File: config.mk
export PLATFORM = sky130hd
export DESIGN_NAME = dual_lcg_gen
export DESIGN_NICKNAME = d
export VERILOG_FILES = /design/src/rtl/lcg_pkg.sv /design/src/rtl/lcg_core.sv /design/src/rtl/desc_check.sv /design/src/rtl/pass_tracker.sv /design/src/rtl/dual_lcg_gen.sv
export SDC_FILE = /design/constraint.sdc
export NUM_CORES = 1
export LEC_CHECK = 0
export BUFFER_PORTS_ARGS = -buffer_cell sky130_fd_sc_hd__buf_2
export CAP_MARGIN = 20
export CORE_ASPECT_RATIO = 0.6
export CORE_MARGIN = 4
export CORE_UTILIZATION = 45
export DETAILED_ROUTE_END_ITERATION = 16
export MAX_ROUTING_LAYER = met4
export PLACE_DENSITY = 0.66
export SETUP_SLACK_MARGIN = 0.15
export SLEW_MARGIN = 25
export SYNTH_ARGS = -nofsm -noshare
export SYNTH_HDL_FRONTEND = slang
export SYNTH_SLANG_ARGS = --single-unit
File: constraint.sdc
create_clock -name clk -period 3.92 [get_ports clk]
set_clock_uncertainty 0.15 [all_clocks]
set_input_delay 0.588 -clock clk [delete_from_list [all_inputs] [get_ports clk]]
set_output_delay 0.588 -clock clk [all_outputs]
set_load 0.05 [all_outputs]
File: src/rtl/lcg_pkg.sv
package lcg_pkg;
    localparam int W       = 16;
    localparam int DESC_W  = 8;
    localparam int NIB_W   = 4;
    localparam int LEN_W   = NIB_W + 1;
    localparam int SH_LO   = 2;
    localparam int SH_HI   = 11;

    localparam logic [W-1:0] SEED_A = 16'o123;
    localparam logic [W-1:0] INCR_A = 16'o33031;
    localparam logic [W-1:0] SEED_B = 16'o456;
    localparam logic [W-1:0] INCR_B = 16'o33035;

    typedef struct packed {
        logic [NIB_W-1:0] start;
        logic [LEN_W-1:0] len;
        logic             fits;
    } field_t;

    // multiply by 1 + 4 + 2048 = 2053 using adds, then add increment
    function automatic logic [W-1:0] lcg_step(input logic [W-1:0] x,
                                              input logic [W-1:0] c);
        logic [W-1:0] t;
        t = x + (x << SH_LO);
        t = t + (x << SH_HI);
        return t + c;
    endfunction
endpackage

File: src/rtl/lcg_core.sv
module lcg_core
    import lcg_pkg::*;
#(
    parameter logic [W-1:0] SEED = 16'h0001,
    parameter logic [W-1:0] INCR = 16'h0001
) (
    input  logic         clk,
    input  logic         rst,
    input  logic         advance,
    output logic [W-1:0] state
);
    always_ff @(posedge clk) begin
        if (rst)          state <= SEED;
        else if (advance) state <= lcg_step(state, INCR);
    end

    // no strobe, no movement
    p_hold_r4: assert property (@(posedge clk) disable iff (rst)
        !advance |=> $stable(state));
endmodule

File: src/rtl/desc_check.sv
module desc_check
    import lcg_pkg::*;
(
    input  logic [DESC_W-1:0] desc,
    output field_t            fld
);
    localparam int SUM_W = LEN_W + 1;
    logic [SUM_W-1:0] end_idx;

    always_comb begin
        fld.start = desc[DESC_W-1:NIB_W];
        fld.len   = {1'b0, desc[NIB_W-1:0]} + LEN_W'(1);
        end_idx   = SUM_W'(fld.start) + SUM_W'(fld.len) - SUM_W'(1);
        fld.fits  = (end_idx < SUM_W'(W));
    end
endmodule

File: src/rtl/pass_tracker.sv
module pass_tracker
    import lcg_pkg::*;
(
    input  logic         clk,
    input  logic         rst,
    input  logic         advance,
    input  logic [W-1:0] max_pass,
    output logic [W-1:0] iter,
    output logic [W-1:0] pass,
    output logic         done
);
    logic wrap;
    assign wrap = advance && (iter == '1);

    always_ff @(posedge clk) begin
        if (rst) begin
            iter <= '0;
            pass <= '0;
        end else begin
            if (advance) iter <= iter + W'(1);
            if (wrap)    pass <= pass + W'(1);
        end
    end

    assign done = (pass > max_pass);

    p_iter_step_r8: assert property (@(posedge clk) disable iff (rst)
        advance |=> iter == $past(iter) + W'(1));
    p_pass_wrap_r9: assert property (@(posedge clk) disable iff (rst)
        (advance && iter == '1) |=> pass == $past(pass) + W'(1));
    p_pass_still_r9: assert property (@(posedge clk) disable iff (rst)
        !(advance && iter == '1) |=> $stable(pass));
    p_done_sticky_r10: assert property (@(posedge clk) disable iff (rst)
        (done && pass != '1) ##1 $stable(max_pass) |-> done);
endmodule

File: src/rtl/dual_lcg_gen.sv
module dual_lcg_gen
    import lcg_pkg::*;
(
    input  logic              clk,
    input  logic              rst,
    input  logic              advance,
    input  logic              rand_mode,
    input  logic [W-1:0]      max_pass,
    output logic [DESC_W-1:0] descriptor,
    output logic [NIB_W-1:0]  field_start,
    output logic [LEN_W-1:0]  field_len,
    output logic              desc_valid,
    output logic [W-1:0]      pattern,
    output logic [W-1:0]      iter_count,
    output logic [W-1:0]      pass_count,
    output logic              done
);
    logic [W-1:0] st_a, st_b;
    field_t       fld;

    lcg_core #(.SEED(SEED_A), .INCR(INCR_A)) u_gen_a (
        .clk(clk), .rst(rst), .advance(advance), .state(st_a));
    lcg_core #(.SEED(SEED_B), .INCR(INCR_B)) u_gen_b (
        .clk(clk), .rst(rst), .advance(advance), .state(st_b));

    assign descriptor = st_a[W-1:W-DESC_W];

    desc_check u_desc (.desc(descriptor), .fld(fld));

    assign field_start = fld.start;
    assign field_len   = fld.len;
    assign desc_valid  = fld.fits;
    assign pattern     = rand_mode ? st_b : '1;

    pass_tracker u_pass (
        .clk(clk), .rst(rst), .advance(advance), .max_pass(max_pass),
        .iter(iter_count), .pass(pass_count), .done(done));

    // a valid field never needs a length beyond the bits left above start
    p_valid_room_r6: assert property (@(posedge clk) disable iff (rst)
        desc_valid |-> (5'(field_len) <= 5'(16) - 5'(field_start)));
    // descriptor only moves with a strobe
    p_desc_idle_r5: assert property (@(posedge clk) disable iff (rst)
        !advance |=> $stable(descriptor));
endmodule

==> metrics.txt <==
power density over cell area=831 mW/mm^2; DRT Pass-1 Iters=5; Area Overhead vs Synth=16.0%; pre-CTS setup slack=between 0.7 and 0.8 ns; synthesized area=0.00540 sq mm; Syn Area/Cell=8.18 sq um; Max Freq=around 0.28 GHz; Core Footprint=0.0115 sq mm; total congestion overflow=0; vias per cell=5.35; Worst Path Arrival=2.78 ns; n_diodes=0; clock tree from TritonCTS=built; largest family of logic cells by synthesized area=adder cells; Post-Synth Simple-Gate Area=between 10% and 20%; Final Setup Violations=0; final worst-path cycle share=89.8%; layout cells sized above 1=roughly 16%; initial core utilization=46.8%; total of max-cap violations=0; final cell count without fillers=896; ys async rst share=0%; CP required=approximately 3.2 ns; final layout net count=855; Mapped Cells=660; Worst Tran Pin Value=0.709 ns; Netlist cell types=52; gr usage total=20.0%; Worst Setup End Kind=output port; DIE WIDTH=149 microns; Clk pin slew, worst setup/hold paths=0.06 ns; placed cell areas=0.00592 sq mm; Num CTS Buffers=9; run status=complete, no violations; CTS resizes=0; pins over their slew limit=0; commonest non-fill, non-tap cell in the layout=inv_1; first-pass GRT wire length=about 22000 microns; HP Class=register to register; most frequent cells in the layout=101 x inv_1, 95 x ha_1, 86 x buf_2; max_slew headroom=roughly 53%; final WL=approximately 14000 microns; Iteration-0 DRC Markers=323; num rows=30; Final ANT Viol Nets=0; RSZ-0062 raised after global routing=false; Post-synth EDFFs=0; Post-CTS Hold Fix Bufs=0; Primary FF master, synth=dfxtp_1; via count of the first global-routing pass=4490; final hold violations=0; leak pwr=around 0.0031 uW; Worst setup SP type=register; Final Critical Period=3.52 ns; hpwl dp=10600 microns; Routability Congestion=0.912; clk root buf=clkbuf_16; setup TNS=0 ns; setup bufs post-CTS=0; crit-path max FO=7; cell count after placement=just under 900; synthesized net count=783; die area=0.0139 sq mm; yosys warns=0; Seq/Total Area, Yosys=23.7%; Synth Area in XOR/XNOR=7.79%; io pins=87; initial antenna violation count=0; largest net degree at the start of global routing=48; fin worst setup slack=about 0.4 ns; synthesized-area fraction occupied by adder cells=between 20% and 30%; die height=92.8 microns; Max IR drop VDD=about 0.00043 V; Yosys reg bits=64; fin area=0.00626 sq mm; WL per Instance=around 15 microns; clk_lat worst skew=between 0.3 and 0.4 ns; Tot Pwr=5200 uW; Max Buffers Root-to-Sink=2; H-Tree Depth=3; post-synthesis compound-gate area fraction=13.1%; Port Buffer Count=86; post-synthesis mux area share=between 2 and 3%; Setup CP Type=register to output port; number of remaining DRC errors=0; Via Count=4791; # clock sinks=64
-- cell type report --
type	instances	area, sq um
Clock buffer	10	239
Clock inverter	5	105
Fill cell	1098	5260
Inverter	101	379
Multi-Input combinational cell	467	3600
Sequential cell	64	1280
Tap cell	160	200
Timing Repair Buffer	89	453
-- cell usage after synthesis (all sizes together), types with 17 or more instances --
cell type / instances / share of area, %
a21oi: 30 / 2.8
dfxtp: 64 / 24
ha: 95 / 22
inv: 101 / 7.0
nand2: 51 / 3.5
nand3: 20 / 1.9
nand4: 17 / 2.1
nor2: 49 / 3.4
nor3: 19 / 1.8
o21ai: 19 / 1.8
xnor2: 31 / 5.0
xor2: 17 / 2.8
-- final timing paths --
kind / from / end / slack, ns / cells past startpoint
worst max-delay path: u_gen_a.state[8]$_SDFFE_PP0P_ / desc_valid / 0.40 / 12
worst max register to register: u_gen_b.state[0]$_SDFFE_PP0P_ / u_gen_b.state[15]$_SDFFE_PP0P_ / 0.69 / 11
worst min register to register: u_gen_b.state[9]$_SDFFE_PP0P_ / u_gen_b.state[9]$_SDFFE_PP0P_ / 0.33 / 2
worst min-delay path: u_gen_b.state[9]$_SDFFE_PP0P_ / u_gen_b.state[9]$_SDFFE_PP0P_ / 0.33 / 2
-- stage by stage --
| stage | hold WS, ns | util, % |
|---|---|---|
| detailed placement | 0.309 | 51.4 |
| global placement | 0.298 | 51.4 |
| floorplan | 0.291 | - |
| finish | 0.328 | 54.3 |
| CTS | 0.318 | 54.3 |
| global route | 0.339 | 54.3 |
-- worst max-delay path, cell delays in order (launching register included) --
cell      delay, ns
dfxtp_1        0.43
ha_1           0.24
xor2_2         0.15
inv_1          0.05
ha_1           0.26
inv_1          0.04
ha_1           0.26
inv_1          0.04
a211oi_1       0.23
o21a_1         0.21
o211ai_1       0.14
o41ai_4        0.08
buf_2          0.31
-- state kept, by name, summed over array words and instances, names as in the netlist --
register,count
u_gen_a.state,16
u_gen_b.state,16
u_pass.iter,16
u_pass.pass,16
-- kinds of logic (layout without fill, tap and decap cells) --
group / after synthesis / in the layout
multiplexers: 15 / 15
AND/OR/NAND/NOR: 191 / 191
XOR/XNOR: 48 / 48
AO/OA/AOI/OAI: 110 / 110
buffers and inverters: 129 / 205
adder cells (fa/ha/maj): 103 / 103
flip-flops: 64 / 64
-- metal layers --
layer	routed length [microns]	up-vias	track usage, %	share of wire (%)
met5	0	-	-	0
met4	189	0	5.56	1.4
met3	655	19	3.62	4.8
met2	5760	126	30.1	42
met1	6950	2246	27.6	51
li1	-	2400	-	-
-- power breakdown --
group | internal, uW | switching, uW | leakage, uW | total (uW)
Combinational | 1310 | 2090 | 0.00246 | 3410
Sequential | 757 | 104 | 0.000523 | 861
Clock | 635 | 301 | 0.000161 | 936
Total | 2700 | 2500 | 0.00314 | 5200
Power figures use the tool's default switching activity.
